**config.mk**
```make
export PLATFORM = sky130hd
export DESIGN_NAME = xmem_stretch_seq
export DESIGN_NICKNAME = d
export VERILOG_FILES = /design/src/rtl/xmem_pkg.sv /design/src/rtl/xmem_stretch_reg.sv /design/src/rtl/xmem_cycle_timer.sv /design/src/rtl/xmem_strobe_shaper.sv /design/src/rtl/xmem_stretch_seq.sv
export SDC_FILE = /design/constraint.sdc
export NUM_CORES = 1
export LEC_CHECK = 0
export CORE_MARGIN = 1.5
export CORE_UTILIZATION = 30
export CTS_BUF_LIST = sky130_fd_sc_hd__clkbuf_8 sky130_fd_sc_hd__clkbuf_16
export DETAILED_ROUTE_END_ITERATION = 8
export GPL_ROUTABILITY_DRIVEN = 0
export GPL_TIMING_DRIVEN = 0
export SYNTH_ARGS = -nofsm -noshare
export SYNTH_HDL_FRONTEND = slang
export SYNTH_SLANG_ARGS = --single-unit
```
**constraint.sdc**
```tcl
create_clock -name clk_i -period 2.4 [get_ports clk_i]
set_input_delay 0.48 -clock clk_i [delete_from_list [all_inputs] [get_ports clk_i]]
set_output_delay 0.48 -clock clk_i [all_outputs]
set_load 0.03 [all_outputs]
```
**src/rtl/xmem_pkg.sv**
```systemverilog
package xmem_pkg;
  localparam int unsigned STRETCH_W = 3;

  typedef enum logic {
    OP_RD = 1'b0,
    OP_WR = 1'b1
  } op_e;

  // write strobe width: 1 for stretch 0/1, else the stretch value
  function automatic int unsigned wr_strobe_len(input int unsigned s);
    return (s < 2) ? 1 : s;
  endfunction
endpackage

```
**src/rtl/xmem_stretch_reg.sv**
```systemverilog
module xmem_stretch_reg #(
  parameter int unsigned SW        = 3,
  parameter int unsigned RESET_VAL = 1
) (
  input  logic          clk_i,
  input  logic          rst_ni,
  input  logic          we_i,
  input  logic [SW-1:0] wdata_i,
  output logic [SW-1:0] stretch_o
);
  logic [SW-1:0] stretch_q;

  always_ff @(posedge clk_i or negedge rst_ni) begin
    if (!rst_ni)   stretch_q <= SW'(RESET_VAL);
    else if (we_i) stretch_q <= wdata_i;
  end

  assign stretch_o = stretch_q;
endmodule

```
**src/rtl/xmem_cycle_timer.sv**
```systemverilog
module xmem_cycle_timer
  import xmem_pkg::*;
#(
  parameter int unsigned SW = 3,
  localparam int unsigned CW = $clog2((1 << SW) + 2)
) (
  input  logic          clk_i,
  input  logic          rst_ni,
  input  logic          start_i,
  input  op_e           start_op_i,
  input  logic [SW-1:0] stretch_i,
  output logic          active_o,
  output op_e           op_o,
  output logic [SW-1:0] stretch_o,
  output logic [CW-1:0] cnt_o,
  output logic          last_o
);
  logic          active_q;
  op_e           op_q;
  logic [SW-1:0] stretch_q;
  logic [CW-1:0] cnt_q;
  logic [CW-1:0] last_idx;

  // read window spans stretch+1 clocks, write window one more
  assign last_idx = CW'(stretch_q) + ((op_q == OP_WR) ? CW'(1) : CW'(0));
  assign last_o   = active_q && (cnt_q == last_idx);

  always_ff @(posedge clk_i or negedge rst_ni) begin
    if (!rst_ni) begin
      active_q  <= 1'b0;
      op_q      <= OP_RD;
      stretch_q <= '0;
      cnt_q     <= '0;
    end else if (!active_q) begin
      if (start_i) begin
        active_q  <= 1'b1;
        op_q      <= start_op_i;
        stretch_q <= stretch_i;
        cnt_q     <= '0;
      end
    end else if (last_o) begin
      active_q <= 1'b0;
      cnt_q    <= '0;
    end else begin
      cnt_q <= cnt_q + CW'(1);
    end
  end

  assign active_o  = active_q;
  assign op_o      = op_q;
  assign stretch_o = stretch_q;
  assign cnt_o     = cnt_q;
endmodule

```
**src/rtl/xmem_strobe_shaper.sv**
```systemverilog
module xmem_strobe_shaper
  import xmem_pkg::*;
#(
  parameter int unsigned SW = 3,
  localparam int unsigned CW = $clog2((1 << SW) + 2)
) (
  input  logic          active_i,
  input  op_e           op_i,
  input  logic [SW-1:0] stretch_i,
  input  logic [CW-1:0] cnt_i,
  output logic          addr_vld_o,
  output logic          rd_o,
  output logic          wr_o
);
  logic [CW-1:0] wr_len;

  assign wr_len     = CW'(wr_strobe_len(int'(stretch_i)));
  assign addr_vld_o = active_i;
  assign rd_o       = active_i && (op_i == OP_RD);
  // strobe skips clock 0 of the window to give one clock of address setup
  assign wr_o       = active_i && (op_i == OP_WR) && (cnt_i != '0) && (cnt_i <= wr_len);
endmodule

```
**src/rtl/xmem_stretch_seq.sv**
```systemverilog
module xmem_stretch_seq
  import xmem_pkg::*;
#(
  parameter int unsigned AW = 16,
  parameter int unsigned DW = 8,
  parameter int unsigned SW = STRETCH_W
) (
  input  logic          clk_i,
  input  logic          rst_ni,
  input  logic          cfg_we_i,
  input  logic [SW-1:0] cfg_wdata_i,
  output logic [SW-1:0] cfg_stretch_o,
  input  logic          req_i,
  input  logic          req_we_i,
  input  logic [AW-1:0] req_addr_i,
  input  logic [DW-1:0] req_wdata_i,
  output logic          busy_o,
  output logic          done_o,
  output logic [DW-1:0] rdata_o,
  output logic [AW-1:0] mem_addr_o,
  output logic          mem_addr_vld_o,
  output logic [DW-1:0] mem_wdata_o,
  output logic          mem_rd_o,
  output logic          mem_wr_o,
  input  logic [DW-1:0] mem_rdata_i
);
  localparam int unsigned CW = $clog2((1 << SW) + 2);

  logic          active;
  logic          last;
  logic          start;
  op_e           op;
  op_e           req_op;
  logic [SW-1:0] cur_stretch;
  logic [CW-1:0] cnt;
  logic          rd_s;
  logic          wr_s;
  logic          vld_s;
  logic [AW-1:0] addr_q;
  logic [DW-1:0] wdata_q;
  logic [DW-1:0] rdata_q;
  logic          done_q;

  assign start  = req_i && !active;
  assign req_op = req_we_i ? OP_WR : OP_RD;

  xmem_stretch_reg #(.SW(SW), .RESET_VAL(1)) u_reg (
    .clk_i     (clk_i),
    .rst_ni    (rst_ni),
    .we_i      (cfg_we_i),
    .wdata_i   (cfg_wdata_i),
    .stretch_o (cfg_stretch_o)
  );

  xmem_cycle_timer #(.SW(SW)) u_timer (
    .clk_i      (clk_i),
    .rst_ni     (rst_ni),
    .start_i    (start),
    .start_op_i (req_op),
    .stretch_i  (cfg_stretch_o),
    .active_o   (active),
    .op_o       (op),
    .stretch_o  (cur_stretch),
    .cnt_o      (cnt),
    .last_o     (last)
  );

  xmem_strobe_shaper #(.SW(SW)) u_shaper (
    .active_i   (active),
    .op_i       (op),
    .stretch_i  (cur_stretch),
    .cnt_i      (cnt),
    .addr_vld_o (vld_s),
    .rd_o       (rd_s),
    .wr_o       (wr_s)
  );

  always_ff @(posedge clk_i or negedge rst_ni) begin
    if (!rst_ni) begin
      addr_q  <= '0;
      wdata_q <= '0;
      rdata_q <= '0;
      done_q  <= 1'b0;
    end else begin
      if (start) begin
        addr_q  <= req_addr_i;
        wdata_q <= req_wdata_i;
      end
      if (rd_s && last) rdata_q <= mem_rdata_i;
      done_q <= last;
    end
  end

  assign busy_o         = active;
  assign done_o         = done_q;
  assign rdata_o        = rdata_q;
  assign mem_addr_o     = active ? addr_q : '0;
  assign mem_addr_vld_o = vld_s;
  assign mem_wdata_o    = (active && op == OP_WR) ? wdata_q : '0;
  assign mem_rd_o       = rd_s;
  assign mem_wr_o       = wr_s;
endmodule

```
==> results of run 1 <==
-- final timing paths --
kind,startpoint,to,slack [ps],cells past startpoint
max,u_timer.active_o,mem_wdata_o[5],90,3
min,rst_ni,u_timer.stretch_o[2],80,1
max reg2reg,u_timer.op_o,rdata_o[2],270,7
min in group clk_i,addr_q[10],addr_q[10],500,1
min reg2reg,addr_q[10],addr_q[10],500,1
max in group asynchronous,rst_ni,u_reg.stretch_o[0],1770,2
-- power by group through the flow --
stage          Sequential, uW  Clock, uW  Combinational, uW
4_1_cts                  1350        534               2600
5_1_grt                  1400        565               2810
3_5_place_dp             1370          0               2600
6_report                 1340        507               2590
3_3_place_gp             1360          0               2580
2_1_floorplan            1470          0               1550
-- cells in the final DEF, fill, tap and decap left out, types with 3 or more instances in the layout --
| cell | instances |
|---|---|
| sky130_fd_sc_hd__buf_4 | 3 |
| sky130_fd_sc_hd__ha_1 | 7 |
| sky130_fd_sc_hd__and3_1 | 8 |
| sky130_fd_sc_hd__nand2_1 | 11 |
| sky130_fd_sc_hd__clkbuf_8 | 7 |
| sky130_fd_sc_hd__clkdlybuf4s50_1 | 67 |
| sky130_fd_sc_hd__clkbuf_2 | 4 |
| sky130_fd_sc_hd__a21oi_1 | 3 |
| sky130_fd_sc_hd__xnor2_1 | 3 |
| sky130_fd_sc_hd__dlymetal6s2s_1 | 10 |
| sky130_fd_sc_hd__o21ai_0 | 6 |
| sky130_fd_sc_hd__nand3_1 | 5 |
| sky130_fd_sc_hd__nor2b_1 | 3 |
| sky130_fd_sc_hd__mux2_2 | 29 |
| sky130_fd_sc_hd__and2_1 | 17 |
| sky130_fd_sc_hd__dfrtp_1 | 43 |
| sky130_fd_sc_hd__mux2_4 | 8 |
| sky130_fd_sc_hd__inv_1 | 5 |
-- metrics by stage --
step	utilization	instances
after CTS	0.461	354
after detailed placement	0.446	346
after global routing	0.468	356
final	0.468	356
after global placement	0.444	345
after floorplan	-	170
-- cells by family after synthesis --
kind of cell    Yosys count  synth area share
mux                      37             0.211
buf+inv                  14            0.0301
simple gates             48             0.126
xor+xnor                  5            0.0207
fa+ha+maj                 7            0.0413
flops                    45             0.532
compound gates           14            0.0401
-- layer usage --
metal	vias up	global-route usage
met4	0	0.0352
li1	756	-
met3	2	0.0445
met1	764	0.157
met2	43	0.209
met5	-	0
-- repair_timing --
action,CTS,global route
gates resized for setup,10,11
hold buffers,0,0
buffers inserted,0,2
pin swaps,0,0
endpoints found under the setup margin,25,14
-- state kept, by name, indices dropped and copies added, names as in the netlist --
| register | cells |
|---|---|
| addr_q | 16 |
| u_timer.stretch_o | 3 |
| u_timer.active_o | 1 |
| u_timer.cnt_o | 4 |
| u_reg.stretch_o | 3 |
| wdata_q | 8 |
| u_timer.op_o | 1 |
| done_o | 1 |
| rdata_o | 8 |
-- cell type report --
type | count | area (sq um)
plain buffers | 9 | 50.0
clock buffers | 7 | 96.3
clock inverters | 1 | 5.00
fillers | 685 | 3640
inverters | 5 | 18.8
multi-input cells | 111 | 936
flip-flops and latches | 45 | 1130
well taps | 96 | 120
repair buffers | 82 | 841
-- critical path, cell delays in order (launching register included) --
cell                              delay [ps]
sky130_fd_sc_hd__dfrtp_2                 460
sky130_fd_sc_hd__clkbuf_2                230
sky130_fd_sc_hd__and3_1                  190
sky130_fd_sc_hd__clkdlybuf4s50_1         670
==> out/qor.tcl, run 1 <==
set qor(core-area_sq_um) 6830
set qor(grt_max_degree) 33
set qor(timing.final.hold_violations) 0
set qor(dominant_cell_by_count_in_the_synthesized_netlist) {sky130_fd_sc_hd__dfrtp_1}
set qor(number_of_flip_flops_and_latches_in_the_synthesized_netlist) 45
set qor(synth_common_cells) {sky130_fd_sc_hd__dfrtp_1, sky130_fd_sc_hd__mux2_2, sky130_fd_sc_hd__and2_1}
set qor(final_number_of_max_transition_violations) 0
set qor(clockBufferDepth) 2
set qor(cts_sinks) 45
set qor(floorplan.rows) 30
set qor(power.leakage_uw) 0.00149
set qor(biggest_area_consumer_among_synthesized_cells) {sky130_fd_sc_hd__dfrtp_1}
set qor(route.vias.total) 1565
set qor(final_min_period_over_clock_period) 0.964
set qor(hpwl_um) 3370
set qor(placed_area_sq_um) 3050
set qor(worst_clock_skew_ps) 5.99
set qor(mappedNetlistArea_sq_um) 2120
set qor(synth_cell_types) 27
set qor(timing.max_slew.rel_slack) 0.605
set qor(fmax_ghz) 0.432
set qor(preCtsSetupSlack_ps) -35.0
set qor(overflow) 0
set qor(ios) 80
set qor(yosys_most_used_dff) {sky130_fd_sc_hd__dfrtp_1}
set qor(postLayoutCellArea_sq_um) 3200
set qor(first_global_vias) 1663
set qor(status) {complete, no violations}
set qor(finalCriticalPeriod_ps) 2310
set qor(fp.dieW_um) 87.1
set qor(drive_gt1_frac) 0.231
set qor(synth_cells) 170
set qor(worst-setup-path-type) {flip-flop to output pin}
set qor(wl_um) 4500
set qor(route.met2.wl_um) 2120
set qor(grt_antenna_before_repair) 0
set qor(syn_nets) 217
set qor(detailedRoute.firstPassIterationCount) 3
set qor(clk-insertion-delay-late_ps) 290
set qor(yosys_warnings) 0
set qor(min-delay-path-class) {primary input to async pin}
set qor(route.met3.wl_um) 293
set qor(power.switching_fraction) 0.400
set qor(postSynth.asyncResetShare) 1.00
set qor(detail_route.wl_per_cell_um) 12.6
set qor(die_area_sq_um) 7580
set qor(timing.critical_path.from_type) {flip-flop}
set qor(end_kind) {output pin}
set qor(cts_tree) {yes}
set qor(worst-endpoint-arrival_ps) 1830
set qor(p_clk_frac) 0.114
set qor(cell_at_the_root_of_the_clock_tree) {sky130_fd_sc_hd__clkbuf_8}
set qor(setup_viol_count_final) 0
set qor(cts_buffers) 5
set qor(grt_first_pass_wirelength_um) 7490
set qor(comb_power_share) 0.583
set qor(drc) 0
set qor(initial_core_util) 0.310
set qor(seq_power_share) 0.303
set qor(total_power_consumption_of_the_routed_design_uw) 4440
set qor(timing.final.ws_setup_ps) 87.2
set qor(timing.critical_path.fanout_max) 10
set qor(yosys-top-cells-area) {sky130_fd_sc_hd__dfrtp_1, sky130_fd_sc_hd__mux2_2, sky130_fd_sc_hd__mux2_4}
set qor(slew_worst_pin_ps) 593
set qor(port-buffer-count) 79
set qor(grtUsageTotal) 0.127
set qor(synth_edf_count) 0
set qor(peakVddDrop_v) 0.000559
set qor(syn2layout_area_growth_pct) 50.7
set qor(die_h_um) 87.1
set qor(insertedDiodeCount) 0
set qor(post-synth-top-area-fraction) 0.519
set qor(cap_violations) 0
set qor(timing.hold.ws_ps) 84.0
set qor(drtIter0Drc) 73
set qor(route.detailed.vias_per_inst) 4.40
set qor(wl_met1_um) 2070
set qor(fin_setup_tns_ps) 0
set qor(clk_pin_slew_worst_paths_ps) 80
set qor(avgSynthCellArea_sq_um) 12.5
set qor(postRouteAntennaNets) 0
set qor(synth_seq_area_share) 0.532
set qor(rsz0062_at_grt) {no}
set qor(switching_power_uw) 1780
set qor(dr.max_layer_used) {met4}
set qor(worst_ep_required_time_ps) 1920
set qor(fin_nets) 306
set qor(power_density_nw_per_um2) 1390
set qor(number_of_levels_the_h_tree_was_split_into) 2
set qor(p_int_uw) 2660
(Power assumes the default switching activity.)
==> run 2: changes to the inputs <==
--- a/config.mk
+++ b/config.mk
@@ -9,7 +9,6 @@
 export CORE_UTILIZATION = 30
 export CTS_BUF_LIST = sky130_fd_sc_hd__clkbuf_8 sky130_fd_sc_hd__clkbuf_16
 export DETAILED_ROUTE_END_ITERATION = 8
-export GPL_ROUTABILITY_DRIVEN = 0
 export GPL_TIMING_DRIVEN = 0
 export SYNTH_ARGS = -nofsm -noshare
 export SYNTH_HDL_FRONTEND = slang
==> constraint.sdc (replaced) <==
create_clock -name clk_i -period 2.28 [get_ports clk_i]
set_input_delay 0.456 -clock clk_i [delete_from_list [all_inputs] [get_ports clk_i]]
set_output_delay 0.456 -clock clk_i [all_outputs]
set_load 0.03 [all_outputs]
==> run 2 against run 1 <==
Compared with the run above:
- via count up 0.19%
- critical path depth increased by 3
- highest routed layer unchanged
- utilization is 0.75 points lower
- clock power increased by 5.1%
- first-iteration DRC count down 38%
- largest power group unchanged
==> out/qor.tcl, run 2 (same netlist as run 1, synthesis figures left out) <==
set qor(clk_pin_slew_worst_paths_ps) 80
set qor(cpLargestDelayFamily) {flip-flops}
set qor(largest_reg_flops) 16
set qor(critical_path.reg2reg.endpoint) {rdata_o[2]}
set qor(setup_viol_count_final) 0
set qor(cap_violations) 0
set qor(fin_nets) 306
set qor(timing.hold.ws_ps) 62.1
set qor(total_placed_cells_including_tap_cells) 346
set qor(final_min_period_over_clock_period) 0.964
set qor(worst-endpoint-arrival_ps) 1740
set qor(grt_first_pass_wirelength_um) 7500
set qor(layout.filler_cells) 692
set qor(drc) 0
set qor(route.detailed.vias_per_inst) 4.40
set qor(first_global_vias) 1661
set qor(grt_antenna_before_repair) 0
set qor(final_common_cell) {sky130_fd_sc_hd__clkdlybuf4s50_1}
set qor(detail_route.wl_per_cell_um) 12.6
set qor(worstPathCellList) {ha_1 > nor2b_1 > o21ai_0 > nand2b_1 > a21oi_1 > buf_4}
set qor(status) {complete, no violations}
set qor(placed_area_sq_um) 3050
set qor(cts_buffers) 5
set qor(layout.area.seq_sq_um) 1130
set qor(overflow) 0
set qor(critical_path.n_buffers_inverters) 1
set qor(rsz0062_at_grt) {no}
set qor(r2r_setup_slack_ps) 150
set qor(power.leakage_uw) 0.00144
set qor(number_of_levels_the_h_tree_was_split_into) 2
set qor(end_kind) {output pin}
set qor(grtUsageTotal) 0.127
set qor(worst-setup-path-type) {flip-flop to output pin}
set qor(peakVddDrop_v) 0.000563
set qor(core-area_sq_um) 6830
set qor(fin_setup_tns_ps) 0
set qor(timing.final.hold_violations) 0
set qor(power_density_nw_per_um2) 1440
set qor(floorplan.rows) 30
set qor(finalCriticalPeriod_ps) 2200
set qor(clockBufferDepth) 2
set qor(worst_clock_skew_ps) 6.09
set qor(route.met3.wl_um) 298
set qor(multi_input_area_sq_um) 936
set qor(preCtsSetupSlack_ps) -131
set qor(largest_register) {addr_q}
set qor(ios) 80
set qor(syn2layout_area_growth_pct) 48.3
set qor(wl_met1_um) 2070
set qor(final_number_of_max_transition_violations) 0
set qor(route.met2.wl_um) 2110
set qor(timing.critical_path.fanout_max) 6
set qor(die_h_um) 87.1
set qor(fmax_ghz) 0.455
set qor(wl_um) 4500
set qor(cts_tree) {yes}
set qor(hpwl_um) 3370
set qor(layout_common_cells) {sky130_fd_sc_hd__clkdlybuf4s50_1, sky130_fd_sc_hd__dfrtp_1, sky130_fd_sc_hd__mux2_2, sky130_fd_sc_hd__dlygate4sd2_1, sky130_fd_sc_hd__and2_1}
set qor(initial_core_util) 0.310
set qor(port-buffer-count) 79
set qor(drtIter0Drc) 45
set qor(rr_startpoint) {u_timer.op_o}
set qor(cts_sinks) 45
set qor(timing.critical_path.from_type) {flip-flop}
set qor(cell_at_the_root_of_the_clock_tree) {sky130_fd_sc_hd__clkbuf_8}
set qor(detailedRoute.firstPassIterationCount) 3
set qor(timing.final.ws_setup_ps) 82.9
set qor(postLayoutCellArea_sq_um) 3140
set qor(final-instance-count-excl-fill) 356
set qor(insertedDiodeCount) 0
set qor(die_area_sq_um) 7580
set qor(fp.dieW_um) 87.1
set qor(drive_gt1_frac) 0.235
set qor(min-delay-path-class) {primary input to async pin}
set qor(worst_path_max_delay_cell) {sky130_fd_sc_hd__dfrtp_2}
set qor(routabilityCongestion) 0.757
set qor(worst_r2r_path_depth) 7
set qor(worst_ep_required_time_ps) 1820
set qor(grt_max_degree) 33
set qor(route.vias.total) 1568
set qor(postRouteAntennaNets) 0
set qor(cts_hold_repair.buffers) 0
set qor(clk-insertion-delay-late_ps) 290
set qor(timing.max_slew.rel_slack) 0.606
set qor(slew_worst_pin_ps) 590
set qor(critical_path.max_stage_delay_ps) 470
set qor(dr.max_layer_used) {met4}
set qor(crit_path_start) {u_timer.cnt_o[1]}
==> run 2: cell types whose count changed in the layout (fill, tap and decap cells not counted) <==
cell	before	now
sky130_fd_sc_hd__dfrtp_1	43	42
sky130_fd_sc_hd__dlygate4sd2_1	0	24
sky130_fd_sc_hd__buf_2	2	1
sky130_fd_sc_hd__dlymetal6s2s_1	10	0
sky130_fd_sc_hd__clkdlybuf4s50_1	67	53
sky130_fd_sc_hd__buf_4	3	4
sky130_fd_sc_hd__dfrtp_2	1	2
==> run 2: layout make-up <==
cell class / count / share of cell area
Timing Repair Buffer: 82 / 0.251
Clock buffer: 7 / 0.0306
Multi-Input combinational cell: 111 / 0.298
Clock inverter: 1 / 0.00159
Tap cell: 96 / 0.0382
Sequential cell: 45 / 0.359
Buffer: 9 / 0.0159
Inverter: 5 / 0.00597
==> run 2: through the flow <==
| step | total power (uW) | utilization |
|---|---|---|
| 2_1_floorplan | 3180 | - |
| 3_3_place_gp | 4140 | 0.444 |
| 3_5_place_dp | 4180 | 0.446 |
| 4_1_cts | 4560 | 0.457 |
| 5_1_grt | 4890 | 0.460 |
| 6_report | 4530 | 0.460 |
==> run 2: metal layers <==
layer	vias up	GRT usage
met5	-	0
li1	757	-
met2	43	0.211
met4	0	0.0352
met3	2	0.0445
met1	766	0.157
==> run 2: what timing repair did <==
action / CTS / global route
setup buffers: 0 / 2
endpoints found under the setup margin: 25 / 7
gates resized for setup: 34 / 4
==> run 2: how the worst max path moves through the flow <==
stage / endpoint / slack (ps) / depth (start not counted)
CTS: mem_wr_o / 5 / 7
finish: mem_wr_o / 80 / 6
detailed placement: mem_wr_o / -130 / 7
floorplan: rdata_o[0] / 150 / 5
global placement: addr_q[2] / -630 / 1
global route: mem_wr_o / 4 / 6
==> run 2: report_power, final <==
| group | switching [uW] | internal (uW) | total (uW) |
|---|---|---|---|
| sequential | 234 | 1180 | 1420 |
| clock | 259 | 274 | 533 |
| combinational | 1370 | 1210 | 2590 |
==> run 3: changes to the inputs <==
--- a/config.mk
+++ b/config.mk
@@ -5,6 +5,8 @@
 export SDC_FILE = /design/constraint.sdc
 export NUM_CORES = 1
 export LEC_CHECK = 0
+export ABC_AREA = 1
+export CORE_ASPECT_RATIO = 0.75
 export CORE_MARGIN = 1.5
 export CORE_UTILIZATION = 30
 export CTS_BUF_LIST = sky130_fd_sc_hd__clkbuf_8 sky130_fd_sc_hd__clkbuf_16
==> run 3 against run 2 <==
Compared with the run above:
- area after synthesis increased by 3.0%
- utilization grew 0.056 points
- combinational power increased by 6%
- setup slack better by 67 ps
- via count grew 18%
- final area is 1.6% higher
- critical path depth is 1 higher
- global-route usage is 1.7 points higher
- die area is 3.0% higher
- register-to-register slack improved by 230 ps
==> out/qor.tcl, run 3 <==
set qor(status) {complete, no violations}
set qor(synth_cells) 242
set qor(worst_clock_skew_ps) 5.50
set qor(final_common_cell) {sky130_fd_sc_hd__nand2_1}
set qor(slew_worst_pin_ps) 346
set qor(cap_violations) 0
set qor(grtUsageTotal) 0.144
set qor(detailedRoute.firstPassIterationCount) 4
set qor(hpwl_um) 3880
set qor(grt_antenna_before_repair) 0
set qor(layout.filler_cells) 707
set qor(finalCriticalPeriod_ps) 2130
set qor(floorplan.rows) 26
set qor(rr_startpoint) {u_timer.op_o}
set qor(layout.area.seq_sq_um) 1130
set qor(power.leakage_uw) 0.00175
set qor(critical_path.reg2reg.endpoint) {rdata_o[3]}
set qor(clk-insertion-delay-late_ps) 290
set qor(setup_viol_count_final) 0
set qor(yosys-top-cells-area) {sky130_fd_sc_hd__dfrtp_1, sky130_fd_sc_hd__nand2_1, sky130_fd_sc_hd__mux2_2}
set qor(worst_r2r_path_depth) 10
set qor(cts_buffers) 5
set qor(syn2layout_area_growth_pct) 46.2
set qor(fp.dieW_um) 102
set qor(end_kind) {output pin}
set qor(biggest_area_consumer_among_synthesized_cells) {sky130_fd_sc_hd__dfrtp_1}
set qor(drc) 0
set qor(number_of_levels_the_h_tree_was_split_into) 2
set qor(yosys_warnings) 0
set qor(overflow) 0
set qor(first_global_vias) 1885
set qor(postSynth.asyncResetShare) 1.00
set qor(fmax_ghz) 0.469
set qor(synth_common_cells) {sky130_fd_sc_hd__nand2_1, sky130_fd_sc_hd__dfrtp_1, sky130_fd_sc_hd__inv_1}
set qor(wl_um) 5290
set qor(number_of_flip_flops_and_latches_in_the_synthesized_netlist) 45
set qor(total_placed_cells_including_tap_cells) 420
set qor(mappedNetlistArea_sq_um) 2180
set qor(routabilityCongestion) 0.818
set qor(timing.critical_path.fanout_max) 7
set qor(grt_first_pass_wirelength_um) 8870
set qor(worst-setup-path-type) {flip-flop to output pin}
set qor(timing.final.hold_violations) 0
set qor(clockBufferDepth) 2
set qor(drtIter0Drc) 52
set qor(grt_max_degree) 36
set qor(largest_register) {addr_q}
set qor(r2r_setup_slack_ps) 380
set qor(insertedDiodeCount) 0
set qor(ios) 80
set qor(fin_nets) 376
set qor(final_min_period_over_clock_period) 0.934
set qor(route.vias.total) 1846
set qor(worst-endpoint-arrival_ps) 1670
set qor(core-area_sq_um) 6930
set qor(cts_sinks) 45
set qor(peakVddDrop_v) 0.000694
set qor(largest_reg_flops) 16
set qor(die_h_um) 76.9
set qor(timing.critical_path.from_type) {flip-flop}
set qor(final-instance-count-excl-fill) 428
set qor(port-buffer-count) 79
set qor(synth_cell_types) 23
set qor(drive_gt1_frac) 0.148
set qor(die_area_sq_um) 7810
set qor(post-synth-top-area-fraction) 0.504
set qor(timing.max_slew.rel_slack) 0.769
set qor(cts_tree) {yes}
set qor(initial_core_util) 0.315
set qor(layout_common_cells) {sky130_fd_sc_hd__nand2_1, sky130_fd_sc_hd__clkdlybuf4s50_1, sky130_fd_sc_hd__dfrtp_1, sky130_fd_sc_hd__inv_1}
set qor(detail_route.wl_per_cell_um) 12.4
set qor(avgSynthCellArea_sq_um) 9.03
set qor(clk_pin_slew_worst_paths_ps) 80
set qor(multi_input_area_sq_um) 868
set qor(cell_at_the_root_of_the_clock_tree) {sky130_fd_sc_hd__clkbuf_8}
set qor(power_density_nw_per_um2) 1440
set qor(min-delay-path-class) {primary input to async pin}
set qor(synth_edf_count) 0
set qor(rsz0062_at_grt) {no}
set qor(cts_setup_buffers) 0
set qor(dominant_cell_by_count_in_the_synthesized_netlist) {sky130_fd_sc_hd__nand2_1}
set qor(final_number_of_max_transition_violations) 0
set qor(route.detailed.vias_per_inst) 4.31
set qor(postRouteAntennaNets) 0
set qor(synth_seq_area_share) 0.516
set qor(worst_ep_required_time_ps) 1820
set qor(yosys_most_used_dff) {sky130_fd_sc_hd__dfrtp_1}
set qor(syn_nets) 289
set qor(timing.hold.ws_ps) 34.9
==> run 3: cell types whose count changed in the layout (fill, tap and decap cells not counted), moves of 10 or more <==
cell / before / now
sky130_fd_sc_hd__inv_1: 5 / 39
sky130_fd_sc_hd__mux2_2: 29 / 17
sky130_fd_sc_hd__nand3_1: 5 / 15
sky130_fd_sc_hd__nor2_1: 1 / 17
sky130_fd_sc_hd__and2_1: 17 / 0
sky130_fd_sc_hd__nand2_1: 11 / 59
==> run 3: layout make-up <==
class | instances | area share
Clock inverter | 3 | 0.00392
Clock buffer | 5 | 0.0216
Multi-Input combinational cell | 150 | 0.272
Sequential cell | 45 | 0.353
Tap cell | 98 | 0.0384
Buffer | 7 | 0.0133
Inverter | 40 | 0.0470
Timing Repair Buffer | 80 | 0.250
==> run 3: kinds of logic (layout without fill, tap and decap cells) <==
kind of cell | after synthesis | after routing | synth area share
AOI/OAI and AO/OA | 20 | 20 | 0.0493
xor gates and xnor gates | 2 | 2 | 0.00802
adders and majority gates | 7 | 7 | 0.0401
buffers and inverters | 47 | 135 | 0.0876
DFF | 45 | 45 | 0.516
muxes | 17 | 17 | 0.0876
and+or+nand+nor | 104 | 104 | 0.211
==> run 3: critical path, stage by stage (launching register included) <==
cell	delay, ps
sky130_fd_sc_hd__dfrtp_1	460
sky130_fd_sc_hd__o21bai_1	210
sky130_fd_sc_hd__ha_1	170
sky130_fd_sc_hd__inv_1	30
sky130_fd_sc_hd__a21oi_1	110
sky130_fd_sc_hd__o21bai_1	70
sky130_fd_sc_hd__a21oi_1	120
sky130_fd_sc_hd__buf_2	210
==> run 3: routing by layer <==
layer	vias up	GRT usage	wire length, um
met5	-	0	0
met4	0	0.0375	44
met3	5	0.0593	543
met2	68	0.214	2160
met1	851	0.194	2540
li1	922	-	-
==> run 3: metrics by stage <==
stage | TNS [ps] | cell area [sq um] | utilization | total power, uW | setup WS [ps]
global route | 0 | 3190 | 0.461 | 5000 | 12.6
finish | 0 | 3190 | 0.461 | 4610 | 150
detailed placement | -31.8 | 3110 | 0.449 | 4310 | -31.8
global placement | -27540 | 3100 | 0.447 | 4280 | -627
floorplan | 0 | 2180 | - | 3240 | 395
CTS | 0 | 3180 | 0.459 | 4700 | 11.7
==> run 3: worst max path at each step <==
stage	endpoint	cells past startpoint	start	slack (ps)
finish	mem_wr_o	7	u_timer.stretch_o[2]	150
global route	mem_wr_o	7	u_timer.stretch_o[2]	10
CTS	mem_wr_o	7	u_timer.stretch_o[2]	10
detailed placement	mem_wr_o	7	u_timer.stretch_o[2]	-30
global placement	addr_q[9]	1	rst_ni	-630
floorplan	mem_wr_o	5	u_timer.stretch_o[1]	390
==> run 3: timing repair <==
item | 4_1_cts | 5_1_grt
cloned | 0 | 0
endpoints found under the hold margin | 0 | 0
endpoints found under the setup margin | 26 | 9
gates resized for setup | 23 | 10
hold buffers | 0 | 0
==> run 3: report_power, final <==
| part | switching (uW) | leakage [uW] | internal [uW] |
|---|---|---|---|
| Combinational | 1690 | 0.00117 | 1060 |
| Sequential | 227 | 0.000533 | 1160 |
| Clock | 268 | 0.0000505 | 207 |
